===== src/rtl/fws_pkg.sv =====
package fws_pkg;

  typedef enum logic {
    CFG_READ  = 1'b0,
    CFG_WRITE = 1'b1
  } cfg_op_e;

  // Down-counter width able to hold the largest latency plus one
  function automatic int unsigned cnt_width(input int unsigned lat_w);
    return lat_w + 1;
  endfunction

endpackage


===== src/rtl/fws_lat_reg.sv =====
module fws_lat_reg
  import fws_pkg::*;
#(
  parameter int LAT_W = 1
) (
  input  logic             clk,
  input  logic             rst_n,
  input  logic             cfg_valid,
  input  cfg_op_e          cfg_op,
  input  logic [LAT_W-1:0] cfg_wdata,
  input  logic             rd_inflight,
  output logic             cfg_ready,
  output logic [LAT_W-1:0] cfg_rdata,
  output logic [LAT_W-1:0] lat_active,
  output logic             chg_pending
);

  logic [LAT_W-1:0] act_q;
  logic [LAT_W-1:0] pend_q;
  logic             pend_flag_q;
  logic             wr_fire;
  logic             apply;
  logic [LAT_W-1:0] act_nxt;

  assign wr_fire = cfg_valid && (cfg_op == CFG_WRITE);
  assign apply   = pend_flag_q && !rd_inflight;
  assign act_nxt = apply ? pend_q : act_q;

  always_ff @(posedge clk) begin
    if (!rst_n) begin
      act_q       <= '0;
      pend_q      <= '0;
      pend_flag_q <= 1'b0;
    end else begin
      act_q <= act_nxt;
      if (wr_fire) begin
        pend_q      <= cfg_wdata;
        pend_flag_q <= (cfg_wdata != act_nxt);
      end else if (apply) begin
        pend_flag_q <= 1'b0;
      end
    end
  end

  assign cfg_ready   = (cfg_op == CFG_WRITE) || !pend_flag_q;
  assign cfg_rdata   = act_q;
  assign lat_active  = act_q;
  assign chg_pending = pend_flag_q;


  latency_idle_chk: assert property (@(posedge clk) disable iff (!rst_n)
    (act_q != $past(act_q)) |-> !$past(rd_inflight));


  same_value_chk: assert property (@(posedge clk) disable iff (!rst_n)
    (wr_fire && !pend_flag_q && (cfg_wdata == act_q)) |=> !pend_flag_q);


  pending_differs_chk: assert property (@(posedge clk) disable iff (!rst_n)
    pend_flag_q |-> (pend_q != act_q));

endmodule


===== src/rtl/fws_rd_seq.sv =====
module fws_rd_seq
  import fws_pkg::*;
#(
  parameter int ADDR_W = 16,
  parameter int DATA_W = 32,
  parameter int LAT_W  = 1
) (
  input  logic              clk,
  input  logic              rst_n,
  input  logic              rd_valid,
  output logic              rd_ready,
  input  logic [ADDR_W-1:0] rd_addr,
  output logic              rsp_valid,
  output logic [DATA_W-1:0] rsp_data,
  input  logic              hold,
  input  logic [LAT_W-1:0]  lat,
  output logic              mem_en,
  output logic [ADDR_W-1:0] mem_addr,
  input  logic [DATA_W-1:0] mem_rdata,
  output logic              rd_inflight
);

  localparam int CNT_W = cnt_width(LAT_W);

  logic [CNT_W-1:0] cnt_q;
  logic             accept;

  // A new read may start in the last cycle of the previous one
  assign rd_ready = !hold && (cnt_q <= CNT_W'(1));
  assign accept   = rd_valid && rd_ready;

  always_ff @(posedge clk) begin
    if (!rst_n) begin
      cnt_q <= '0;
    end else if (accept) begin
      cnt_q <= CNT_W'(lat) + CNT_W'(1);
    end else if (cnt_q != '0) begin
      cnt_q <= cnt_q - CNT_W'(1);
    end
  end

  assign rsp_valid   = (cnt_q == CNT_W'(1));
  assign rsp_data    = mem_rdata;
  assign mem_en      = accept;
  assign mem_addr    = rd_addr;
  assign rd_inflight = (cnt_q != '0);


  fast_rsp_chk: assert property (@(posedge clk) disable iff (!rst_n)
    (accept && (lat == '0)) |=> rsp_valid);


  slow_rsp_chk: assert property (@(posedge clk) disable iff (!rst_n)
    (accept && (lat == LAT_W'(1))) |=> (!rsp_valid ##1 rsp_valid));

endmodule


===== src/rtl/flash_ws_ctrl.sv =====
module flash_ws_ctrl
  import fws_pkg::*;
#(
  parameter int ADDR_W = 16,
  parameter int DATA_W = 32,
  parameter int LAT_W  = 1
) (
  input  logic              clk,
  input  logic              rst_n,
  input  logic              rd_valid,
  output logic              rd_ready,
  input  logic [ADDR_W-1:0] rd_addr,
  output logic              rsp_valid,
  output logic [DATA_W-1:0] rsp_data,
  input  logic              cfg_valid,
  input  logic              cfg_write,
  input  logic [LAT_W-1:0]  cfg_wdata,
  output logic              cfg_ready,
  output logic [LAT_W-1:0]  cfg_rdata,
  output logic              mem_en,
  output logic [ADDR_W-1:0] mem_addr,
  input  logic [DATA_W-1:0] mem_rdata
);

  logic [LAT_W-1:0] lat_active;
  logic             chg_pending;
  logic             rd_inflight;
  cfg_op_e          cfg_op;

  assign cfg_op = cfg_op_e'(cfg_write);

  fws_lat_reg #(
    .LAT_W(LAT_W)
  ) u_lat (
    .clk        (clk),
    .rst_n      (rst_n),
    .cfg_valid  (cfg_valid),
    .cfg_op     (cfg_op),
    .cfg_wdata  (cfg_wdata),
    .rd_inflight(rd_inflight),
    .cfg_ready  (cfg_ready),
    .cfg_rdata  (cfg_rdata),
    .lat_active (lat_active),
    .chg_pending(chg_pending)
  );

  fws_rd_seq #(
    .ADDR_W(ADDR_W),
    .DATA_W(DATA_W),
    .LAT_W (LAT_W)
  ) u_seq (
    .clk        (clk),
    .rst_n      (rst_n),
    .rd_valid   (rd_valid),
    .rd_ready   (rd_ready),
    .rd_addr    (rd_addr),
    .rsp_valid  (rsp_valid),
    .rsp_data   (rsp_data),
    .hold       (chg_pending),
    .lat        (lat_active),
    .mem_en     (mem_en),
    .mem_addr   (mem_addr),
    .mem_rdata  (mem_rdata),
    .rd_inflight(rd_inflight)
  );


  pending_blocks_rd_chk: assert property (@(posedge clk) disable iff (!rst_n)
    chg_pending |-> !rd_ready);


  cfg_read_settled_chk: assert property (@(posedge clk) disable iff (!rst_n)
    (cfg_valid && !cfg_write && cfg_ready) |-> !rd_inflight || !chg_pending);

endmodule


===== config.mk =====
export PLATFORM = sky130hd
export DESIGN_NAME = flash_ws_ctrl
export DESIGN_NICKNAME = d
export VERILOG_FILES = /design/src/rtl/fws_pkg.sv /design/src/rtl/fws_lat_reg.sv /design/src/rtl/fws_rd_seq.sv /design/src/rtl/flash_ws_ctrl.sv
export SDC_FILE = /design/constraint.sdc
export NUM_CORES = 1
export LEC_CHECK = 0
export BUFFER_PORTS_ARGS = -buffer_cell sky130_fd_sc_hd__buf_2
export CAP_MARGIN = 20
export CORE_ASPECT_RATIO = 1.2
export CORE_MARGIN = 4
export CORE_UTILIZATION = 29
export CTS_BUF_LIST = sky130_fd_sc_hd__clkbuf_16
export DETAILED_ROUTE_END_ITERATION = 10
export PLACE_DENSITY = 0.78
export SYNTH_ARGS = -nofsm -noshare
export SYNTH_HDL_FRONTEND = slang
export SYNTH_SLANG_ARGS = --single-unit

===== constraint.sdc =====
create_clock -name clk -period 1.7 [get_ports clk]
set_clock_uncertainty 0.05 [all_clocks]
set_input_delay 0.255 -clock clk [delete_from_list [all_inputs] [get_ports clk]]
set_output_delay 0.255 -clock clk [all_outputs]
set_load 0.02 [all_outputs]

==> impl_summary.txt <==
----------------------------------------------------
[STA]
  Slew at the pin with the worst max-slew slack ... around 0.29 ns
  Max_slew headroom ... roughly four fifths
  Setup violation total in the final timing report ... 0
  Fraction of the cycle the final worst path needs ... 94.22%
  Unrepaired setup endpoints after global routing ... false
  Fmax ... 624.3 MHz
  Min Tclk post-route ... approximately 1.6 ns
  Aggregate negative setup slack ... 0 ns
  Final hold violation count ... 0
  Slew Limit Fails ... 0

[Status]
  Status ... finished clean

[Power]
  Switching component of the power ... approximately 130 uW
  Total power per unit cell area ... between 1000 and 1500 nW/um2
  Switching share of power ... between 20 and 25%
  Gate power share ... about 14%
  Total internal power ... between 400 and 500 uW
  Leakage component of the power ... approximately 0.00021 uW
  Total power draw ... ~600 uW
  Clock share of power ... 63.5%
  Worst voltage drop across the vdd grid ... roughly 0.55 mV
  Share of total power in sequential cells ... a little over a fifth

[Global route]
  Largest net degree at the start of global routing ... 11
  Global-route wire length before repair ... approximately 1.7 mm
  Antenna violations before repair ... 0
  Via count of the first global-routing pass ... 395
  Total track usage ... approximately 8%
  Total gr overflow ... 0

[Floorplan]
  Vertical die dimension ... approximately 61 um
  Core Box Area ... approximately 2300 um2
  Num ports ... between 100 and 150
  Die extent in x ... around 53 um
  Effective utilization at floorplan ... ~30%
  Area of the die ... approximately 3200 um2
  Placement Rows ... 19

[Drt]
  Total via count in the routed design ... ~380
  Antenna Violating Nets Remaining ... 0
  Wire length per cell ... 14.14 um
  Sum of routed wire length over all layers ... 1.145 mm
  Met2 Routed Length ... roughly 340 um
  Highest metal layer with signal wires ... met4
  First-pass iteration count of the detailed router ... 3
  DRC violation count after routing ... 0
  DRT met1 WL ... roughly 390 um
  Via density per instance ... roughly 4.7
  Detailed route wirelength on metal3 ... roughly 220 um
  Detailed Route Iter0 Violations ... 2

[Final layout]
  Count of nets after finishing ... around 110
  Number of diodes added for antenna fixing ... 0
  Post-route standard cell area excluding fillers ... slightly below 500 um2
  Number of cells in the finished layout apart from fillers ... 81
  Fraction of final layout cells with drive strength greater than 1 ... 32.00%
  Number of fillers in the final layout ... roughly 280
  Area growth from synthesis to layout ... -29.22%

[CTS]
  CTS tree ... yes
  Count of hold buffers inserted by post-cts repair ... 0
  Clock root cell ... clkbuf_16
  Clk pin slew, worst setup/hold paths ... roughly 0.030 ns
  Insertion delay of the later-clocked pin in the worst-skew pair ... around 0.23 ns
  H-Tree Level Count ... 1
  Number of clock sinks ... 5
  Clk buf depth ... 2
  Number of clock buffers inserted by TritonCTS ... 3

[Logic synthesis]
  Synthesized netlist net count ... ~140
  Synthesized area divided by synthesized cell count ... slightly above 8 um2
  Post-Syn Area ... 689.4 um2
  Sequential share of the synthesized area ... between 10% and 20%
  Number of standard cells after synthesis ... between 80 and 90
  Count of yosys warnings during synthesis ... 0
  Number of unique standard cell types used by synthesis ... 25
  Flops & latches, synth ... 5

[Job]
  Max-cap violation count ... 0

[Min path]
  Path category of the worst min-delay check ... in -> reg

[Critical path]
  Highest cell delay on the worst timing path ... 0.35 ns
  Required arrival time at the worst endpoint ... ~1.8 ns
  CP delay by family, top ... simple AND/OR/NAND/NOR gates
  Critical path arrival ... 1.66 ns
  Buffering stage count on the worst path with inverters included ... 1
  CP Launch Type ... flop
  Crit end category ... flop
  Critical-path maximum fanout ... 6
  Critical-path cell list ... inv_1 -> ha_1 -> and3_4 -> o21a_1 -> or3_1
  Slowest cell on the critical path ... dfxtp_1
  Setup CP Type ... reg -> reg

[Placed design]
  Instance area at placement ... between 400 and 500 um2
  Placer's final routability congestion estimate ... about 0.67
  Total of buffers placed on input and output ports ... 10
  Number of placed instances, taps included ... between 70 and 80

----------------------------------------------------
-- cell families after synthesis --
logic type               count (synthesis)  share of synthesized area, %
AO/OA/AOI/OAI                            8                         8.892
XOR/XNOR                                 1                         1.271
adder cells (fa/ha/maj)                  2                         3.629
buffers and inverters                   52                         55.54
flip-flops                               5                         14.52
AND/OR/NAND/NOR                         17                         16.15
-- registers in the layout, summed over array words and instances (netlist names) --
signal and count:
u_seq.cnt_q 2, u_lat.pend_q 1, u_lat.chg_pending 1, u_lat.cfg_rdata 1
-- timing repair --
| item | 4_1_cts | 5_1_grt |
|---|---|---|
| endpoints found under the hold margin | 0 | 0 |
| setup endpoints to repair | 0 | 3 |
| buffers inserted | 0 | 0 |
| gates resized for setup | 0 | 2 |
-- synthesized netlist by cell type --
master / count / area (um2)
nor3_1: 1 / 5.000
nor4_1: 1 / 6.260
o32ai_1: 1 / 8.760
nand2_1: 3 / 11.26
or3_1: 1 / 6.260
xnor2_1: 1 / 8.760
a21boi_1: 2 / 15.01
buf_6: 1 / 11.26
o21a_1: 2 / 15.01
or2b_1: 1 / 7.510
inv_1: 3 / 11.26
and4b_1: 1 / 10.01
and3_4: 1 / 11.26
nor2b_1: 1 / 6.260
or4_1: 1 / 7.510
and2_1: 1 / 6.260
a21boi_0: 2 / 15.01
o31ai_1: 1 / 7.510
dfxtp_1: 5 / 100.1
ha_1: 2 / 25.02
buf_4: 48 / 360.4
or4b_1: 1 / 10.01
and4b_2: 1 / 11.26
nor2_1: 2 / 7.510
nand3_1: 1 / 5.000
-- path summary, 6_finish.rpt --
check	slack, ns	cells past startpoint	end	from
min	0.26	3	u_lat.pend_q	cfg_wdata
max reg2reg	0.1	5	u_lat.chg_pending	u_seq.cnt_q[0]
min reg2reg	0.42	2	u_lat.pend_q	u_lat.pend_q
max	0.1	5	u_lat.chg_pending	u_seq.cnt_q[0]
-- power groups by stage --
| stage | Clock (uW) | Sequential, uW | Combinational (uW) |
|---|---|---|---|
| floorplan | 0 | 132 | 227 |
| global placement | 0 | 133 | 79.8 |
| detailed placement | 0 | 134 | 86.5 |
| CTS | 390 | 133 | 86.9 |
| global route | 395 | 134 | 98.7 |
| finish | 382 | 133 | 87.4 |
-- placed cells by master, fill, tap and decap left out, drive strengths merged --
master / n
o32ai: 1
or4b: 1
nor2b: 1
ha: 2
xnor2: 1
o21a: 2
and2: 1
and3: 1
nor2: 2
dfxtp: 5
nand3: 1
or3: 1
nor4: 1
clkbuf: 3
o31ai: 1
and4b: 2
or2b: 1
nor3: 1
a21boi: 4
inv: 4
buf: 10
or4: 1
nand2: 3
-- metrics by stage --
step | utilization, % | worst slack, ns | hold slack, ns
2_1_floorplan | - | 0.1682 | 0.3228
3_3_place_gp | 17.82 | 0.1953 | 0.4044
3_5_place_dp | 17.82 | 0.08891 | 0.4243
4_1_cts | 21.27 | 0.04814 | 0.2623
5_1_grt | 21.38 | 0.003813 | 0.2687
6_report | 21.38 | 0.09819 | 0.2610
-- layout make-up --
type	count	area, um2	share of cell area [%]
Sequential cell	5	100.1	20.51
Clock inverter	1	3.754	0.7692
Clock buffer	3	75.07	15.38
Timing Repair Buffer	10	50.05	10.26
Tap cell	31	38.79	7.949
Inverter	3	11.26	2.308
Multi-Input combinational cell	28	209.0	42.82
-- metal layers --
metal / global-route usage (%) / up-vias
met5: 0 / -
met4: 16.79 / 0
met3: 4.843 / 28
met2: 7.979 / 22
met1: 7.028 / 166
li1: - / 163
-- worst register-to-register path: stages (launching register included) --
cell and delay [ns]:
dfxtp_1 0.35, inv_1 0.06, ha_1 0.28, and3_4 0.22, o21a_1 0.18, or3_1 0.33
Note: power is estimated with default switching activity, not from simulation.
